==> src/rtl/xbw_pkg.sv <==
package xbw_pkg;
   typedef enum logic [2:0] {
      PH_IDLE = 3'd0,
      PH_T0   = 3'd1,
      PH_T1   = 3'd2,
      PH_T2   = 3'd3,
      PH_TW   = 3'd4,
      PH_T3   = 3'd5
   } xbw_phase_e;
endpackage

==> src/rtl/xbw_cfg_latch.sv <==
module xbw_cfg_latch #(
   parameter int WCW = 4
) (
   input  logic           clk,
   input  logic           rst,
   input  logic           in_t0,
   input  logic           ack_n,
   input  logic [WCW-1:0] wait_cfg,
   output logic [WCW-1:0] cfg_q,
   output logic           zero_short
);
   always_ff @(posedge clk) begin
      if (rst) begin
         cfg_q      <= '0;
         zero_short <= 1'b0;
      end else if (in_t0) begin
         cfg_q      <= wait_cfg;
         zero_short <= !ack_n && (wait_cfg == '0);
      end
   end
endmodule

==> src/rtl/xbw_wait_ctr.sv <==
module xbw_wait_ctr #(
   parameter int WCW = 4
) (
   input  logic           clk,
   input  logic           rst,
   input  logic           clr,
   input  logic           inc,
   output logic [WCW-1:0] waits
);
   localparam logic [WCW-1:0] SAT = {WCW{1'b1}};

   always_ff @(posedge clk) begin
      if (rst || clr)
         waits <= '0;
      else if (inc && waits != SAT)
         waits <= waits + 1'b1;
   end

   AST_NO_OVERFLOW: assert property (@(posedge clk) disable iff (rst)
      (waits == SAT && inc && !clr) |=> (waits == SAT));
endmodule

==> src/rtl/xbw_phase_fsm.sv <==
module xbw_phase_fsm
   import xbw_pkg::*;
#(
   parameter int WCW = 4
) (
   input  logic           clk,
   input  logic           rst,
   input  logic           start_req,
   input  logic           ack_n,
   input  logic [WCW-1:0] cfg_q,
   input  logic           zero_short,
   input  logic [WCW-1:0] waits,
   output xbw_phase_e     ph,
   output logic           in_t0,
   output logic           ctr_clr,
   output logic           ctr_inc
);
   xbw_phase_e nxt;
   logic       exit_t2;

   assign exit_t2 = zero_short || (!ack_n && (waits >= cfg_q));

   always_comb begin
      nxt = ph;
      unique case (ph)
         PH_IDLE: nxt = start_req ? PH_T0 : PH_IDLE;
         PH_T0:   nxt = PH_T1;
         PH_T1:   nxt = PH_T2;
         PH_T2:   nxt = exit_t2 ? PH_T3 : PH_TW;
         PH_TW:   nxt = PH_T2;
         PH_T3:   nxt = start_req ? PH_T0 : PH_IDLE;
         default: nxt = PH_IDLE;
      endcase
   end

   always_ff @(posedge clk) begin
      if (rst) ph <= PH_IDLE;
      else     ph <= nxt;
   end

   assign in_t0   = (ph == PH_T0);
   assign ctr_clr = (ph == PH_T0);
   assign ctr_inc = (ph == PH_T2) && !exit_t2;

   AST_T0_TO_T1: assert property (@(posedge clk) disable iff (rst)
      (ph == PH_T0) |=> (ph == PH_T1));
   AST_NOWAIT_EXIT: assert property (@(posedge clk) disable iff (rst)
      (ph == PH_T2 && !ack_n && waits >= cfg_q) |=> (ph == PH_T3));
   AST_TW_TO_T2: assert property (@(posedge clk) disable iff (rst)
      (ph == PH_TW) |=> (ph == PH_T2));
   AST_MIN_WAIT: assert property (@(posedge clk) disable iff (rst)
      (ph == PH_T2 && !zero_short && waits < cfg_q) |=> (ph == PH_TW));
   AST_ACK_HIGH_WAIT: assert property (@(posedge clk) disable iff (rst)
      (ph == PH_T2 && !zero_short && ack_n) |=> (ph == PH_TW));
   AST_SHORT_EXIT: assert property (@(posedge clk) disable iff (rst)
      (ph == PH_T2 && zero_short) |=> (ph == PH_T3));
   AST_CHAIN: assert property (@(posedge clk) disable iff (rst)
      (ph == PH_T3 && start_req) |=> (ph == PH_T0));
endmodule

==> src/rtl/xbus_wait_seq.sv <==
module xbus_wait_seq
   import xbw_pkg::*;
#(
   parameter int WCW            = 4,
   parameter bit STROBE_ACT_LOW = 1'b0
) (
   input  logic           clk,
   input  logic           rst,
   input  logic           start_req,
   input  logic           ack_n,
   input  logic [WCW-1:0] wait_cfg,
   output logic           bus_strobe,
   output logic [2:0]     phase_code,
   output logic           cycle_done
);
   generate
      if (WCW < 1 || WCW > 8) begin : g_bad_wcw
         $error("xbus_wait_seq: WCW must lie in 1..8");
      end
   endgenerate

   xbw_phase_e     ph;
   logic           in_t0, ctr_clr, ctr_inc, zero_short;
   logic [WCW-1:0] cfg_q, waits;

   xbw_cfg_latch #(.WCW(WCW)) u_cfg (
      .clk(clk), .rst(rst), .in_t0(in_t0), .ack_n(ack_n),
      .wait_cfg(wait_cfg), .cfg_q(cfg_q), .zero_short(zero_short)
   );

   xbw_wait_ctr #(.WCW(WCW)) u_ctr (
      .clk(clk), .rst(rst), .clr(ctr_clr), .inc(ctr_inc), .waits(waits)
   );

   xbw_phase_fsm #(.WCW(WCW)) u_fsm (
      .clk(clk), .rst(rst), .start_req(start_req), .ack_n(ack_n),
      .cfg_q(cfg_q), .zero_short(zero_short), .waits(waits),
      .ph(ph), .in_t0(in_t0), .ctr_clr(ctr_clr), .ctr_inc(ctr_inc)
   );

   logic active;
   assign active = (ph != PH_IDLE);

   generate
      if (STROBE_ACT_LOW) begin : g_strobe_low
         assign bus_strobe = !active;
      end else begin : g_strobe_high
         assign bus_strobe = active;
      end
   endgenerate

   assign phase_code = ph;
   assign cycle_done = (ph == PH_T3);

   AST_DONE_SINGLE: assert property (@(posedge clk) disable iff (rst)
      cycle_done |=> !cycle_done);
   AST_IDLE_HOLD: assert property (@(posedge clk) disable iff (rst)
      (phase_code == 3'd0 && !start_req) |=> (phase_code == 3'd0));
   AST_RESET_IDLE: assert property (@(posedge clk)
      rst |=> (phase_code == 3'd0 && !cycle_done));
endmodule

==> config.mk <==
export PLATFORM = sky130hd
export DESIGN_NAME = xbus_wait_seq
export DESIGN_NICKNAME = d
export VERILOG_FILES = /design/src/rtl/xbw_pkg.sv /design/src/rtl/xbw_cfg_latch.sv /design/src/rtl/xbw_wait_ctr.sv /design/src/rtl/xbw_phase_fsm.sv /design/src/rtl/xbus_wait_seq.sv
export SDC_FILE = /design/constraint.sdc
export NUM_CORES = 1
export LEC_CHECK = 0
export BUFFER_PORTS_ARGS = -buffer_cell sky130_fd_sc_hd__clkbuf_2
export CAP_MARGIN = 5
export CELL_PAD_IN_SITES_DETAIL_PLACEMENT = 2
export CELL_PAD_IN_SITES_GLOBAL_PLACEMENT = 2
export CORE_AREA = 3 3 55 57
export CTS_BUF_LIST = sky130_fd_sc_hd__clkbuf_16
export DETAILED_ROUTE_END_ITERATION = 12
export DIE_AREA = 0 0 58 60
export PLACE_DENSITY = 0.75
export SYNTH_ARGS = -nofsm -noshare
export SYNTH_HDL_FRONTEND = slang
export SYNTH_SLANG_ARGS = --single-unit
export TNS_END_PERCENT = 30
==> constraint.sdc <==
create_clock -name clk -period 1.6 [get_ports clk]
set_input_delay 0.32 -clock clk [delete_from_list [all_inputs] [get_ports clk]]
set_output_delay 0.32 -clock clk [all_outputs]
set_load 0.01 [all_outputs]
==> results_dict.tcl, run 1 <==
set metrics [dict create \
    drt_iter0_drc 4 \
    fin_crit_sh_pct 98.93 \
    clk_latency_ns 0.24 \
    final-setup-viol-count 0 \
    worst_slew_pin_slew_ns 0.3051 \
    floorplan.rows 18 \
    drt-total-wl_mm 1.852 \
    ys_types 29 \
    routedWlPerCell_um 14.14 \
    setup_slack_ns 0.01715 \
    cp_slowest_stage_delay_ns 0.32 \
    intPower_uw 767.7 \
    pin_count 13 \
    end_kind "register" \
    die_h_um 60 \
    run_status "finished, final reports clean" \
    critical_path_arrival_ns 1.74 \
    start_util_pct 27.43 \
    dpl.cell_count 126 \
    synth.avg_cell_area_um2 8.438 \
    place_ws_ns -0.04643 \
    slowest_stage "dfxtp_2" \
    synth.largest_area_cell "dfxtp_1" \
    hold_viol 0 \
    cap_viol_max_count 0 \
    synth_flop_cell "dfxtp_1" \
    root_buffer "clkbuf_16" \
    drc_errors 0 \
    place.gp.congestion 0.7201 \
    r2r_slack_ns 0.02 \
    clk_path_buf_depth 2 \
    ys_ff_latch 12 \
    dieArea_mm2 0.003480 \
    r2r-start "u_ctr.waits[0]" \
    insertedDiodeCount 0 \
    yosysWarnings 0 \
    grt_pass1_wl_mm 3.098 \
    drive_gt1_share_pct 35.64 \
    whs_path_depth 3 \
    seq_power_share_pct 34.0 \
    cts_tree "yes" \
    syn2layout_area_growth_pct 35.99 \
    swShare_pct 27.65 \
    hold_path_class "in -> reg" \
    worstHoldEndpoint "u_cfg.cfg_q[2]" \
    crit_type "reg -> reg" \
    instances_no_fill 131 \
    dp_hpwl_mm 1.376 \
    grt_util_all_layers_pct 12.17 \
    leakage_nw 0.3723 \
    synth_nets 95 \
    fin_tns_setup_ns 0 \
    power.total_mw 1.061 \
    finalMaxSlewViolations 0 \
    finalClockSkew_ns 0.004518 \
    setup.worst_path.start "u_ctr.waits[0]" \
    min_period_ns 1.583 \
    clkTransAtPathRegs_ns 0.04 \
    vdd_ir_drop_max_mv 0.6729 \
    grt_pass1_vias 668 \
    post_drt_via_cell_ratio 4.863 \
    htree_levels 1 \
    syn_inst 82 \
    antenna_found_initial 0 \
    required_ns 1.76 \
    startpoint_type "register" \
    combPwrFrac_pct 22.8 \
    grt_max_degree 13 \
    vias 637 \
    clock-sinks 12 \
    dr.pass1.iters 3 \
    crit_chain "inv_2 > ha_4 > nor3b_4 > o21ai_2 > a2111oi_4 > mux2i_1" \
    post-synth-top-count-cell "dfxtp_1" \
    synthArstFlopShare_pct 0 \
    switching_power_uw 293.4 \
    synth_common_cells "dfxtp_1 (12), nor2_1 (10), nand2_1 (9)" \
    drtAntennaViolNets 0 \
    timing.fmax_mhz 631.8 \
    nNetsFinal 115 \
    power.density_mw_per_mm2 1128 \
    syn_area_um2 691.9 \
    maxSlewHeadroom_pct 79.63 \
    rsz0062_at_grt "true" \
    synth_top_area_share_pct 34.72 \
    synth-edff-count 0 \
    cp_max_fo 4 \
    grt_overflow 0 \
    cts_hold_buffers 0 \
    die_w_um 58 \
    hold_start "wait_cfg[2]" \
    synth.top_cells.by_area "dfxtp_1 (35%), ha_1 (9.0%), mux2i_1 (7.2%), nor2_1 (5.4%), nand2_1 (4.9%)" \
    port_buffers 12 \
    cts_inserted_buffers 3 \
    fill_cells 289 \
    reg2regPathDepth 6 \
    core_area_mm2 0.002522 \
    power_frac_clock_pct 43.2 \
    ys_seq_area_share_pct 34.72 \
    rr_endpoint "u_ctr.waits[3]" \
]
-- power by group through the flow --
stage | combinational [mW] | clock, mW | sequential, mW
after CTS | 0.237 | 0.472 | 0.359
after floorplan | 0.154 | 0 | 0.359
after global routing | 0.276 | 0.485 | 0.366
after detailed placement | 0.226 | 0 | 0.362
final | 0.242 | 0.458 | 0.361
after global placement | 0.216 | 0 | 0.360
-- per-stage QoR --
step | util, % | instance area (µm²) | hold slack, ns
2_1_floorplan | - | 700.7 | 0.4586
3_3_place_gp | 32.34 | 815.8 | 0.5050
3_5_place_dp | 32.34 | 815.8 | 0.5128
4_1_cts | 36.46 | 919.6 | 0.3241
5_1_grt | 37.30 | 940.9 | 0.3404
6_report | 37.30 | 940.9 | 0.3240
-- what timing repair did --
| action | 4_1_cts | 5_1_grt |
|---|---|---|
| endpoints found under the setup margin | 4 | 4 |
| pin swaps | 5 | 1 |
| resized for setup | 4 | 5 |
| setup buffers | 1 | 0 |
-- per-layer routing --
metal / GRT usage, % / share of wire [%]
met1: 14.14 / 44
met2: 20.97 / 51
met3: 2.160 / 3.0
met4: 6.954 / 2.2
met5: 0 / 0
-- cells in the final DEF, fill, tap and decap left out, types with 4 or more instances in the layout --
cell type / instances
clkbuf_2: 12
dfxtp_1: 9
nor2_1: 10
buf_4: 6
a21oi_1: 5
mux2i_1: 5
nand2_1: 9
inv_1: 4
-- state kept, by name, indices dropped and copies added, names as in the netlist --
register	count
u_cfg.cfg_q	4
u_cfg.zero_short	1
u_ctr.waits	4
u_fsm.ph	3
-- worst max-delay path by stage --
stage,depth (start not counted),to
after floorplan,6,u_ctr.waits[3]
after global placement,6,u_ctr.waits[3]
after detailed placement,6,u_ctr.waits[3]
after CTS,6,u_ctr.waits[3]
after global routing,6,u_ctr.waits[3]
final,6,u_ctr.waits[3]
-- final cells by class --
type | instances | area [µm²] | area share, %
Multi-Input combinational cell | 61 | 452.9 | 48.14
Sequential cell | 12 | 244.0 | 25.93
Timing Repair Buffer | 18 | 105.1 | 11.17
Clock buffer | 3 | 75.07 | 7.979
Tap cell | 30 | 37.54 | 3.989
Inverter | 6 | 22.52 | 2.394
Clock inverter | 1 | 3.754 | 0.3989
-- worst max-delay path, delay by kind of cell (launching register included) --
kind	cells	cell delay (ns)
AO/OA/AOI/OAI	2	0.43
adder cells (fa/ha/maj)	1	0.21
buffers and inverters	1	0.08
flip-flops	1	0.32
multiplexers	1	0.26
AND/OR/NAND/NOR	1	0.19
-- cells by family after synthesis --
group                      Yosys count  share of synthesized area [%]
xor gates and xnor gates             1                          1.266
and+or+nand+nor                     35                          26.04
buffers and inverters                9                          6.147
AOI/OAI and AO/OA                   15                          15.55
DFF                                 12                          34.72
muxes                                5                          7.234
adders and majority gates            5                          9.042
Note: power is estimated with default switching activity, not from simulation.
==> inputs of run 2 (changes only) <==
- CORE_AREA: 3 3 55 57 -> 3 3 57 59
- DIE_AREA: 0 0 58 60 -> 0 0 60 62
- PLACE_DENSITY: 0.75 -> 0.71
==> run 2 against run 1 <==
  * Worst setup slack worse by 0.013 ns
  * Core utilization decreased by 2.5 points
  * Highest routed layer unchanged
  * Wire length up 15%
  * Die area up 6.9%
  * Cell count increased by 0.76%
  * Critical path type unchanged
==> results_dict.tcl, run 2 (same netlist as run 1, synthesis figures left out) <==
set metrics [dict create \
    final_common_cell "clkbuf_2" \
    clk_latency_ns 0.24 \
    path_buf_inv 1 \
    grt_pass1_vias 699 \
    startpoint_type "register" \
    finalClockSkew_ns 0.003769 \
    fin_crit_sh_pct 99.73 \
    combPwrFrac_pct 24.8 \
    intPower_uw 776.1 \
    leakage_nw 0.3770 \
    die_h_um 62 \
    cp_slowest_stage_delay_ns 0.32 \
    power_frac_clock_pct 42.5 \
    final-setup-viol-count 0 \
    place_ws_ns -0.05061 \
    cap_viol_max_count 0 \
    htree_levels 1 \
    core_area_mm2 0.002758 \
    r2r_slack_ns 0.004 \
    hold_path_class "in -> reg" \
    drt_iter0_drc 12 \
    post_drt_via_cell_ratio 4.894 \
    port_buffers 12 \
    nNetsFinal 116 \
    crit_chain "inv_2 > ha_4 > o211ai_1 > o21ai_2 > a2111oi_4 > mux2i_1" \
    postLayoutCoreUtil_pct 34.85 \
    run_status "finished, final reports clean" \
    grt_max_degree 13 \
    timing.fmax_mhz 626.7 \
    dieArea_mm2 0.003720 \
    cts_tree "yes" \
    swShare_pct 28.62 \
    vias 646 \
    hold_start "wait_cfg[3]" \
    r2r-start "u_cfg.cfg_q[1]" \
    drc_errors 0 \
    required_ns 1.76 \
    min_period_ns 1.596 \
    power.total_mw 1.087 \
    vdd_ir_drop_max_mv 0.6632 \
    critical_path_arrival_ns 1.76 \
    dp_hpwl_mm 1.436 \
    crit_family "compound AO/OA/AOI/OAI gates" \
    largest_registers "u_cfg.cfg_q (4), u_ctr.waits (4), u_fsm.ph (3)" \
    root_buffer "clkbuf_16" \
    cts_inserted_buffers 3 \
    clk_path_buf_depth 2 \
    grt_pass1_wl_mm 3.512 \
    drt-total-wl_mm 2.127 \
    clock-sinks 12 \
    seq_power_share_pct 32.6 \
    die_w_um 60 \
    fin_hold_ws_ns 0.3179 \
    worstHoldEndpoint "u_cfg.cfg_q[3]" \
    clkTransAtPathRegs_ns 0.05 \
    dr.pass1.iters 2 \
    slowest_stage "a2111oi_4" \
    syn2layout_area_growth_pct 38.88 \
    maxSlewHeadroom_pct 77.46 \
    insertedDiodeCount 0 \
    rsz0062_at_grt "true" \
    pin_count 13 \
    grt_util_all_layers_pct 13.11 \
    switching_power_uw 311.2 \
    grt_overflow 0 \
    reg2regPathDepth 6 \
    crit_type "reg -> reg" \
    fin_tns_setup_ns 0 \
    whs_path_depth 3 \
    finalMaxSlewViolations 0 \
    drtAntennaViolNets 0 \
    start_util_pct 25.09 \
    rr_endpoint "u_ctr.waits[3]" \
    end_kind "register" \
    place.gp.congestion 0.7775 \
    hold_viol 0 \
    final_cell_mix "clkbuf_2 (12), nor2_1 (10), nand2_1 (9), dfxtp_1 (9), buf_4 (7)" \
    routedWlPerCell_um 16.11 \
    floorplan.rows 19 \
    drive_gt1_share_pct 39.60 \
    antenna_found_initial 0 \
    power.density_mw_per_mm2 1132 \
    setup_slack_ns 0.004281 \
    worst_slew_pin_slew_ns 0.3350 \
    cp_max_fo 4 \
]
[run 2: layout make-up]
class | count | area [µm²]
Multi-Input combinational cell | 61 | 467.9
Sequential cell | 12 | 244.0
Clock buffer | 3 | 75.07
Timing Repair Buffer | 19 | 112.6
Fill cell | 310 | 1797
Tap cell | 31 | 38.79
Inverter | 6 | 22.52
[run 2: worst max path at each step]
stage	start	endpoint	slack, ns	cells past startpoint
after floorplan	u_ctr.waits[0]	u_ctr.waits[3]	0.04	6
after global placement	u_ctr.waits[0]	u_ctr.waits[3]	0.03	6
after detailed placement	u_cfg.cfg_q[1]	u_ctr.waits[3]	-0.05	6
after CTS	u_cfg.cfg_q[3]	u_ctr.waits[3]	0.001	6
after global routing	u_cfg.cfg_q[2]	u_ctr.waits[3]	-0.06	6
final	u_cfg.cfg_q[1]	u_ctr.waits[3]	0.004	6
[run 2: repair_timing]
| action | in CTS | in global routing |
|---|---|---|
| endpoints found under the setup margin | 4 | 5 |
| resized for setup | 9 | 2 |
| setup buffers | 1 | 0 |
| pin swaps | 5 | 3 |
| hold buffers | 0 | 0 |
[run 2: routing by layer]
layer	share of wire, %	global-route usage (%)	vias up
met4	1.4	4.747	0
met5	0	0	-
met1	43	14.83	306
met2	53	24.69	13
met3	2.8	2.066	3
li1	-	-	324
[run 2: worst reg2reg max path, stage by stage (launching register included)]
cell	delay [ns]
dfxtp_2	0.31
inv_2	0.07
ha_4	0.19
o211ai_1	0.24
o21ai_2	0.16
a2111oi_4	0.32
mux2i_1	0.23
[run 2: power groups by stage]
stage               Sequential (mW)  Clock (mW)  Combinational [mW]
floorplan                     0.359           0               0.154
global placement              0.355           0               0.230
detailed placement            0.358           0               0.241
CTS                           0.355       0.461               0.263
global route                  0.362       0.493               0.309
finish                        0.355       0.462               0.270
[run 2: through the flow]
step           instances  instance area, µm²
3_3_place_gp         128               824.5
5_1_grt              132               960.9
4_1_cts              132               944.7
2_1_floorplan         82               700.7
6_report             132               960.9
3_5_place_dp         128               824.5
